`config.mk`:
```
export PLATFORM = sky130hd
export DESIGN_NAME = tmr_unit
export DESIGN_NICKNAME = d
export VERILOG_FILES = /design/src/rtl/tmr_pkg.sv /design/src/rtl/tmr_prescaler.sv /design/src/rtl/tmr_channel.sv /design/src/rtl/tmr_systimer.sv /design/src/rtl/tmr_unit.sv
export SDC_FILE = /design/constraint.sdc
export NUM_CORES = 2
export LEC_CHECK = 0
export BUFFER_PORTS_ARGS = -buffer_cell sky130_fd_sc_hd__buf_2
export CAP_MARGIN = 20
export CORE_MARGIN = 2
export CORE_UTILIZATION = 45
export CTS_CLUSTER_DIAMETER = 100
export DETAILED_ROUTE_END_ITERATION = 7
export PLACE_DENSITY_LB_ADDON = 0.25
export SLEW_MARGIN = 20
export SYNTH_ARGS = -nofsm -noshare
export SYNTH_HDL_FRONTEND = slang
export SYNTH_SLANG_ARGS = --single-unit
```
`constraint.sdc`:
```
create_clock -name clk -period 4 [get_ports clk]
set_input_delay 1 -clock clk [delete_from_list [all_inputs] [get_ports clk]]
set_output_delay 1 -clock clk [all_outputs]
set_load 0.05 [all_outputs]
```
`src/rtl/tmr_pkg.sv`:
```
package tmr_pkg;

    localparam int NCH      = 8;
    localparam int ENW      = NCH + 1;
    localparam int GATEW    = NCH + 2;
    localparam int FLAGW    = 2 * NCH + 1;
    localparam int SYS_FLAG = 2 * NCH;
    localparam int WDT_GATE = NCH;
    localparam int SYS_GATE = NCH + 1;
    localparam int SYS_EN   = NCH;
    localparam int SOLO_CH  = 5;
    localparam int PSW      = 10;
    localparam int AW       = 6;
    localparam int DW       = 32;

    localparam logic [AW-1:0] A_EN       = 6'h00;
    localparam logic [AW-1:0] A_EN_SET   = 6'h01;
    localparam logic [AW-1:0] A_EN_CLR   = 6'h02;
    localparam logic [AW-1:0] A_GATE     = 6'h04;
    localparam logic [AW-1:0] A_GATE_SET = 6'h05;
    localparam logic [AW-1:0] A_GATE_CLR = 6'h06;
    localparam logic [AW-1:0] A_FLAG     = 6'h08;
    localparam logic [AW-1:0] A_FLAG_CLR = 6'h0A;
    localparam logic [AW-1:0] A_MASK     = 6'h0C;
    localparam logic [AW-1:0] A_MASK_SET = 6'h0D;
    localparam logic [AW-1:0] A_MASK_CLR = 6'h0E;
    localparam logic [AW-1:0] A_SCSR     = 6'h10;
    localparam logic [AW-1:0] A_SCMP_LO  = 6'h11;
    localparam logic [AW-1:0] A_SCMP_HI  = 6'h12;
    localparam logic [AW-1:0] A_SCNT_LO  = 6'h13;
    localparam logic [AW-1:0] A_SCNT_HI  = 6'h14;

    // control byte: bit 7 pwm enable, bits 5:3 prescale, bits 2:0 source
    typedef struct packed {
        logic       pwm_en;
        logic       spare;
        logic [2:0] presc;
        logic [2:0] src;
    } csr_t;

    typedef enum logic [1:0] {
        CR_CSR  = 2'd0,
        CR_HALF = 2'd1,
        CR_FULL = 2'd2,
        CR_CNT  = 2'd3
    } ch_reg_e;

    // last prescaler count before a tick is emitted
    function automatic logic [PSW-1:0] presc_last(input logic [2:0] code);
        case (code)
            3'd0:    presc_last = 10'd0;
            3'd1:    presc_last = 10'd3;
            3'd2:    presc_last = 10'd15;
            3'd3:    presc_last = 10'd63;
            3'd4:    presc_last = 10'd255;
            default: presc_last = 10'd1023;
        endcase
    endfunction

    function automatic logic src_hit(input logic [2:0] sel, input logic rtc, input logic ext);
        src_hit = sel[0] | (sel[1] & rtc) | (sel[2] & ext);
    endfunction

    function automatic logic [2*NCH-1:0] solo_sel();
        logic [2*NCH-1:0] v;
        v = '0;
        v[SOLO_CH]       = 1'b1;
        v[NCH + SOLO_CH] = 1'b1;
        solo_sel = v;
    endfunction

endpackage

```
`src/rtl/tmr_prescaler.sv`:
```
module tmr_prescaler
    import tmr_pkg::*;
(
    input  logic clk,
    input  logic rst,
    input  logic enable,
    input  logic run,
    input  csr_t cfg,
    input  logic rtc_tick,
    input  logic ext_tick,
    output logic tick
);

    logic [PSW-1:0] pcnt;
    logic           src;

    always_comb begin
        src  = src_hit(cfg.src, rtc_tick, ext_tick);
        tick = enable && run && src && (pcnt >= presc_last(cfg.presc));
    end

    always_ff @(posedge clk) begin
        if (rst || !enable) begin
            pcnt <= '0;
        end else if (run && src) begin
            pcnt <= tick ? '0 : pcnt + 1'b1;
        end
    end

    // every emitted tick restarts the division
    p_restart_r3: assert property (@(posedge clk) disable iff (rst)
        tick |=> (pcnt == '0));

    // a disabled prescaler stays cleared
    p_idle_clear_r7: assert property (@(posedge clk) disable iff (rst)
        !enable |=> (pcnt == '0));

endmodule

```
`src/rtl/tmr_channel.sv`:
```
module tmr_channel
    import tmr_pkg::*;
#(
    parameter int CW = 16
) (
    input  logic          clk,
    input  logic          rst,
    input  logic          enable,
    input  logic          run,
    input  csr_t          cfg,
    input  logic [CW-1:0] half_val,
    input  logic [CW-1:0] full_val,
    input  logic          cnt_we,
    input  logic [CW-1:0] cnt_wdata,
    input  logic          rtc_tick,
    input  logic          ext_tick,
    output logic [CW-1:0] count,
    output logic          half_hit,
    output logic          full_hit,
    output logic          pwm
);

    logic          tick;
    logic          adv;
    logic [CW:0]   nxt;

    tmr_prescaler u_presc (
        .clk      (clk),
        .rst      (rst),
        .enable   (enable),
        .run      (run),
        .cfg      (cfg),
        .rtc_tick (rtc_tick),
        .ext_tick (ext_tick),
        .tick     (tick)
    );

    always_comb begin
        nxt      = {1'b0, count} + 1'b1;
        adv      = tick && !cnt_we;
        full_hit = adv && (nxt >= {1'b0, full_val});
        half_hit = adv && (nxt == {1'b0, half_val});
        pwm      = cfg.pwm_en && (count < half_val);
    end

    always_ff @(posedge clk) begin
        if (rst) begin
            count <= '0;
        end else if (cnt_we) begin
            count <= cnt_wdata;
        end else if (!enable) begin
            count <= '0;
        end else if (adv) begin
            count <= full_hit ? '0 : nxt[CW-1:0];
        end
    end

    p_wrap_r4: assert property (@(posedge clk) disable iff (rst)
        full_hit |=> (count == '0));

    p_disabled_zero_r7: assert property (@(posedge clk) disable iff (rst)
        (!enable && !cnt_we) |=> (count == '0));

    p_gate_hold_r7: assert property (@(posedge clk) disable iff (rst)
        (enable && !run && !cnt_we) |=> $stable(count));

    p_load_r13: assert property (@(posedge clk) disable iff (rst)
        cnt_we |=> (count == $past(cnt_wdata)));

endmodule

```
`src/rtl/tmr_systimer.sv`:
```
module tmr_systimer
    import tmr_pkg::*;
(
    input  logic        clk,
    input  logic        rst,
    input  logic        enable,
    input  logic        run,
    input  csr_t        cfg,
    input  logic [63:0] cmp_val,
    input  logic        rtc_tick,
    input  logic        ext_tick,
    input  logic        rd_lo,
    output logic [31:0] cnt_lo,
    output logic [31:0] hi_latched,
    output logic        hit
);

    logic        tick;
    logic [63:0] cnt;
    logic [63:0] nxt;

    tmr_prescaler u_presc (
        .clk      (clk),
        .rst      (rst),
        .enable   (enable),
        .run      (run),
        .cfg      (cfg),
        .rtc_tick (rtc_tick),
        .ext_tick (ext_tick),
        .tick     (tick)
    );

    always_comb begin
        nxt    = cnt + 64'd1;
        hit    = tick && (nxt == cmp_val);
        cnt_lo = cnt[31:0];
    end

    always_ff @(posedge clk) begin
        if (rst) begin
            cnt        <= '0;
            hi_latched <= '0;
        end else begin
            if (tick) begin
                cnt <= nxt;
            end
            if (rd_lo) begin
                hi_latched <= cnt[63:32];
            end
        end
    end

    p_latch_r12: assert property (@(posedge clk) disable iff (rst)
        rd_lo |=> (hi_latched == $past(cnt[63:32])));

    p_hold_r11: assert property (@(posedge clk) disable iff (rst)
        (!enable || !run) |=> $stable(cnt));

endmodule

```
`src/rtl/tmr_unit.sv`:
```
module tmr_unit
    import tmr_pkg::*;
#(
    parameter int CW = 16
) (
    input  logic          clk,
    input  logic          rst,
    input  logic          bus_wr,
    input  logic          bus_rd,
    input  logic [AW-1:0] bus_addr,
    input  logic [DW-1:0] bus_wdata,
    output logic [DW-1:0] bus_rdata,
    input  logic          rtc_tick,
    input  logic          ext_tick,
    output logic [NCH-1:0] pwm_out,
    output logic          irq_solo,
    output logic          irq_shared,
    output logic          irq_sys,
    output logic          wdt_clk_en
);

    localparam logic [2*NCH-1:0] SOLO_BITS = solo_sel();

    logic [ENW-1:0]   en_q;
    logic [GATEW-1:0] gate_q;
    logic [FLAGW-1:0] mask_q;
    logic [FLAGW-1:0] flag_q;
    logic [FLAGW-1:0] hits;
    logic [FLAGW-1:0] flag_clr;
    logic [FLAGW-1:0] pend;
    csr_t             csr_q  [NCH];
    logic [CW-1:0]    half_q [NCH];
    logic [CW-1:0]    full_q [NCH];
    logic [CW-1:0]    ch_cnt [NCH];
    logic [NCH-1:0]   ch_half_hit;
    logic [NCH-1:0]   ch_full_hit;
    logic [NCH-1:0]   cnt_we;
    csr_t             scsr_q;
    logic [63:0]      scmp_q;
    logic [31:0]      scnt_lo;
    logic [31:0]      shi_latched;
    logic             sys_hit;
    logic             rd_lo;
    logic             ch_space;
    logic [2:0]       ch_idx;
    ch_reg_e          ch_reg;
    logic [DW-1:0]    rd_mux;

    always_comb begin
        ch_space = bus_addr[AW-1];
        ch_idx   = bus_addr[4:2];
        ch_reg   = ch_reg_e'(bus_addr[1:0]);
        rd_lo    = bus_rd && (bus_addr == A_SCNT_LO);
        flag_clr = (bus_wr && bus_addr == A_FLAG_CLR) ? bus_wdata[FLAGW-1:0] : '0;
    end

    genvar g;
    generate
        for (g = 0; g < NCH; g++) begin : g_ch
            assign cnt_we[g] = bus_wr && ch_space && (ch_idx == g) && (ch_reg == CR_CNT);

            tmr_channel #(.CW(CW)) u_ch (
                .clk       (clk),
                .rst       (rst),
                .enable    (en_q[g]),
                .run       (!gate_q[g]),
                .cfg       (csr_q[g]),
                .half_val  (half_q[g]),
                .full_val  (full_q[g]),
                .cnt_we    (cnt_we[g]),
                .cnt_wdata (bus_wdata[CW-1:0]),
                .rtc_tick  (rtc_tick),
                .ext_tick  (ext_tick),
                .count     (ch_cnt[g]),
                .half_hit  (ch_half_hit[g]),
                .full_hit  (ch_full_hit[g]),
                .pwm       (pwm_out[g])
            );
        end
    endgenerate

    tmr_systimer u_sys (
        .clk        (clk),
        .rst        (rst),
        .enable     (en_q[SYS_EN]),
        .run        (!gate_q[SYS_GATE]),
        .cfg        (scsr_q),
        .cmp_val    (scmp_q),
        .rtc_tick   (rtc_tick),
        .ext_tick   (ext_tick),
        .rd_lo      (rd_lo),
        .cnt_lo     (scnt_lo),
        .hi_latched (shi_latched),
        .hit        (sys_hit)
    );

    assign hits = {sys_hit, ch_half_hit, ch_full_hit};

    always_ff @(posedge clk) begin
        if (rst) begin
            en_q   <= '0;
            gate_q <= '0;
            mask_q <= '1;
            flag_q <= '0;
            scsr_q <= '0;
            scmp_q <= '0;
            for (int i = 0; i < NCH; i++) begin
                csr_q[i]  <= '0;
                half_q[i] <= '0;
                full_q[i] <= '0;
            end
        end else begin
            flag_q <= (flag_q & ~flag_clr) | hits;
            if (bus_wr) begin
                case (bus_addr)
                    A_EN:       en_q   <= bus_wdata[ENW-1:0];
                    A_EN_SET:   en_q   <= en_q | bus_wdata[ENW-1:0];
                    A_EN_CLR:   en_q   <= en_q & ~bus_wdata[ENW-1:0];
                    A_GATE:     gate_q <= bus_wdata[GATEW-1:0];
                    A_GATE_SET: gate_q <= gate_q | bus_wdata[GATEW-1:0];
                    A_GATE_CLR: gate_q <= gate_q & ~bus_wdata[GATEW-1:0];
                    A_MASK:     mask_q <= bus_wdata[FLAGW-1:0];
                    A_MASK_SET: mask_q <= mask_q | bus_wdata[FLAGW-1:0];
                    A_MASK_CLR: mask_q <= mask_q & ~bus_wdata[FLAGW-1:0];
                    A_SCSR:     scsr_q <= csr_t'(bus_wdata[7:0]);
                    A_SCMP_LO:  scmp_q[31:0]  <= bus_wdata;
                    A_SCMP_HI:  scmp_q[63:32] <= bus_wdata;
                    default: begin
                        if (ch_space) begin
                            case (ch_reg)
                                CR_CSR:  csr_q[ch_idx]  <= csr_t'(bus_wdata[7:0]);
                                CR_HALF: half_q[ch_idx] <= bus_wdata[CW-1:0];
                                CR_FULL: full_q[ch_idx] <= bus_wdata[CW-1:0];
                                default: ;
                            endcase
                        end
                    end
                endcase
            end
        end
    end

    always_comb begin
        rd_mux = '0;
        case (bus_addr)
            A_EN, A_EN_SET, A_EN_CLR:       rd_mux[ENW-1:0]   = en_q;
            A_GATE, A_GATE_SET, A_GATE_CLR: rd_mux[GATEW-1:0] = gate_q;
            A_MASK, A_MASK_SET, A_MASK_CLR: rd_mux[FLAGW-1:0] = mask_q;
            A_FLAG:                         rd_mux[FLAGW-1:0] = flag_q;
            A_SCSR:                         rd_mux[7:0]       = scsr_q;
            A_SCMP_LO:                      rd_mux            = scmp_q[31:0];
            A_SCMP_HI:                      rd_mux            = scmp_q[63:32];
            A_SCNT_LO:                      rd_mux            = scnt_lo;
            A_SCNT_HI:                      rd_mux            = shi_latched;
            default: begin
                if (ch_space) begin
                    case (ch_reg)
                        CR_CSR:  rd_mux[7:0]    = csr_q[ch_idx];
                        CR_HALF: rd_mux[CW-1:0] = half_q[ch_idx];
                        CR_FULL: rd_mux[CW-1:0] = full_q[ch_idx];
                        default: rd_mux[CW-1:0] = ch_cnt[ch_idx];
                    endcase
                end
            end
        endcase
    end

    always_ff @(posedge clk) begin
        if (rst) begin
            bus_rdata <= '0;
        end else if (bus_rd) begin
            bus_rdata <= rd_mux;
        end
    end

    always_comb begin
        pend       = flag_q & ~mask_q;
        irq_solo   = |(pend[2*NCH-1:0] & SOLO_BITS);
        irq_shared = |(pend[2*NCH-1:0] & ~SOLO_BITS);
        irq_sys    = pend[SYS_FLAG];
        wdt_clk_en = !gate_q[WDT_GATE];
    end

    // without a clear write, no set flag drops
    p_flag_sticky_r8: assert property (@(posedge clk) disable iff (rst)
        !(bus_wr && bus_addr == A_FLAG_CLR) |=> ((flag_q & $past(flag_q)) == $past(flag_q)));

    // the solo line stays quiet while both of its flags are masked
    p_solo_masked_r10: assert property (@(posedge clk) disable iff (rst)
        (mask_q[SOLO_CH] && mask_q[NCH + SOLO_CH]) |-> !irq_solo);

    // a fresh channel-5 event with an open mask shows on the solo line next cycle
    p_solo_raise_r10: assert property (@(posedge clk) disable iff (rst)
        (ch_full_hit[SOLO_CH] && !mask_q[SOLO_CH] && !(bus_wr && (bus_addr == A_MASK || bus_addr == A_MASK_SET)))
        |=> irq_solo);

endmodule

```
==> impl_metrics.yaml <==
status:
  status: "complete, but fails checks"
  violations: "setup timing"
synthesis:
  synth_cells: 5502
  synth_top_area_share_pct: 19.1
  ys_top_cells_by_area: "edfxtp_1 (19%), dfxtp_1 (19%), ha_1 (8.7%)"
  ys_types: 78
  netlist_area_mm2: 0.0502
  synth_mux_area_share_pct: 6.81
  ys.flop_type: "dfxtp_1"
  yosysTopAreaCell: "edfxtp_1"
  ys_ff_latch: 791
  ys_async_sr_fraction_pct: 0
  yosys.area_share.simple_pct: 20.1
  yosysSeqAreaShare_pct: 37.9
  synth_compound_area_share_pct: 13.4
  synth_edf_count: 320
  yosys_warnings: 0
  syn-num-nets: 5894
  yosys.area_share.adder_pct: 8.67
  synthXorXnorAreaFrac_pct: 7.80
  synth_top_family_by_area: "simple AND/OR/NAND/NOR gates"
  syn_avg_cell_area_um2: 9.12
global_routing:
  gr-total-overflow: 0
  grt_pass1_wl_um: 285000
  grt_max_degree: 84
  antenna_found_initial: 19
  track_usage_pct: 34.1
  grt_pass1_vias: 41900
sta:
  rsz0062_at_grt: "yes"
  layout_setup_ws_ns: -0.170
  max_clock_freq_mhz: 240
  hold_viol: 0
  fin_crit_sh_pct: 104
  setup_viol: 6
  skew_ns: 0.0279
  fin_crit_ns: 4.17
  slew_violations: 0
  max_slew_margin_pct: 27.9
  worst-slew-pin-transition_ns: 1.08
cts:
  cts_tree: "yes"
  clock_sinks: 791
  cts_root_buf: "clkbuf_16"
  cts_max_level: 3
  clk_path_buf_depth: 3
  clk_latency_ns: 0.71
  holdBufCountCts: 0
  path_clk_slew_ns: 0.06
  numCtsBuffers: 94
critical_path:
  cpMaxStageDelayCell: "edfxtp_1"
  crit_buf_inv: 3
  endpoint_kind: "output pin"
  cp-start-kind: "flip-flop"
  slowest_delay_ns: 0.39
  worstPathMaxFanout: 2
  critPathKind: "reg2out"
  path_cells: "inv_1 -> ha_1 -> nor2b_1 -> o21a_1 -> o21a_1 -> o21ai_1 -> nand2b_1 -> a21oi_2 -> nor2b_1 -> o211ai_1 -> a211oi_2 -> a211oi_2 -> buf_4 -> buf_8"
  arrival_ns: 3.17
  cp_top_family: "compound AO/OA/AOI/OAI gates"
  cp.required_ns: 3.00
die:
  die_h_um: 338
  coreArea_mm2: 0.111
  std_cell_rows: 122
  io_pins: 88
  start_util_pct: 45.4
  die_w_um: 338
  dieArea_mm2: 0.114
cells_and_area:
  fin_cells: 7258
  drive_above_1_share_pct: 13.9
  layout_commonest_cell: "nand2_1"
  finalNetCount: 6078
  final_cell_mix: "nand2_1 (522), nor2_1 (481), dfxtp_1 (465), inv_1 (353), and2_1 (348)"
  area_delta_synth_final_pct: 14.3
route:
  wl_per_cell_um: 27.1
  via_count: 44400
  drt_first_pass_iters: 8
  vias_per_cell: 6.12
  drtIter0Drc: 5707
  drcViolationCount: 0
  antenna_left: 0
  wl_um: 196000
placement:
  place_congestion: 1.08
  hpwlAfterDp_um: 149000
  io_buffers: 87
  dp_slack_ns: -0.432
  dp_cells: 7068
hold_path:
  holdCritPathClass: "reg2reg"
power_and_ir_drop:
  powerDensity_mw_per_mm2: 344
  p_total_mw: 19.7
  leakage_nw: 23.0
  peakVddDrop_v: 0.000340
flow_run:
  maxCapViolCount: 0
[cell usage after synthesis, types with 38 or more instances]
master and count:
nand2_1 522, nor2_1 482, dfxtp_1 471, inv_1 356, and2_1 348, ha_1 348
edfxtp_1 320, a21oi_1 296, xnor2_1 288, clkbuf_1 277, o21ai_0 193, xor2_1 159
nand3_1 149, mux4_2 128, nor3_1 109, a22oi_1 97, nand4_1 86, a221oi_1 80
nor2b_1 70, a211oi_1 61, and3_1 59, a21o_1 58, o21a_1 41, or3_1 38
[through the flow]
step                      TNS, ns  utilization, %  instance area [µm²]  hold slack, ns
after floorplan                 0               -                50200           0.436
after global placement      -1.81            48.6                53800           0.443
after detailed placement    -1.22            48.6                53800           0.447
after CTS                  -0.650            51.7                57300           0.455
after global routing        -1.67            51.8                57300           0.483
final                      -0.589            51.8                57400           0.456
[layer usage]
| metal | up-vias | routed length, µm | GRT usage [%] |
|---|---|---|---|
| met4 | 20 | 12500 | 19.3 |
| met3 | 487 | 22000 | 8.00 |
| met2 | 2441 | 83100 | 50.4 |
| met5 | - | 120 | 0 |
| li1 | 19900 | - | - |
| met1 | 21500 | 78700 | 45.6 |
[final timing paths]
kind,depth (start not counted),slack (ns),endpoint,start
worst max-delay path,14,-0.17,pwm_out[5],half_q[5][1]
worst min-delay path,2,0.46,u_sys.hi_latched[27],u_sys.hi_latched[27]
worst max register to register,15,0.16,g_ch[5].u_ch.count[11],g_ch[5].u_ch.count[2]
worst min register to register,2,0.46,u_sys.hi_latched[27],u_sys.hi_latched[27]
[report_power, final]
part | internal [mW] | switching (mW) | leakage (nW) | total [mW]
Clock | 5.30 | 3.83 | 1.58 | 9.14
Sequential | 8.58 | 0.229 | 6.84 | 8.81
Combinational | 0.594 | 1.19 | 14.6 | 1.78
[worst reg2reg max path: stages (launching register included)]
cell and delay (ns):
dfxtp_1 0.54, and4_1 0.33, and3_1 0.25, nand4_1 0.15
xnor2_1 0.33, ha_1 0.32, a21o_1 0.17, a211o_1 0.31
a31oi_1 0.15, o21ai_0 0.09, nand2_1 0.07, a31oi_1 0.09
or4_1 0.57, o21ai_0 0.18, a221oi_1 0.09, nor2_1 0.14
[cells by family after synthesis]
kind of cell,Yosys count
flops,791
mux,177
fa+ha+maj,348
compound gates,1021
xor+xnor,447
simple gates,2030
buf+inv,688
[final cells by class]
type / instances / area (µm²)
multi-input combinational: 4023 / 28700
inverter: 357 / 1340
sequential: 791 / 19000
fill: 10200 / 53300
clock inverter: 47 / 631
timing repair buffer: 419 / 3200
tap: 1488 / 1860
antenna: 4 / 10.0
clock buffer: 129 / 2590
[registers in the layout (all words and copies together) (netlist names)]
| signal | flops |
|---|---|
| full_q | 128 |
| g_ch.u_ch.count | 128 |
| half_q | 128 |
| g_ch.u_ch.u_presc.pcnt | 80 |
| csr_q | 64 |
| scmp_q | 64 |
| u_sys.cnt | 64 |
| bus_rdata | 32 |
| u_sys.hi_latched | 32 |
| flag_q | 17 |
| mask_q | 17 |
| gate_q | 10 |
| u_sys.u_presc.pcnt | 10 |
| en_q | 9 |
| scsr_q | 8 |
[what timing repair did]
action,in CTS,in global routing
pin swaps,23,9
setup buffers,10,1
resized for setup,48,18
endpoints found under the setup margin,8,46
(Power assumes the default switching activity.)
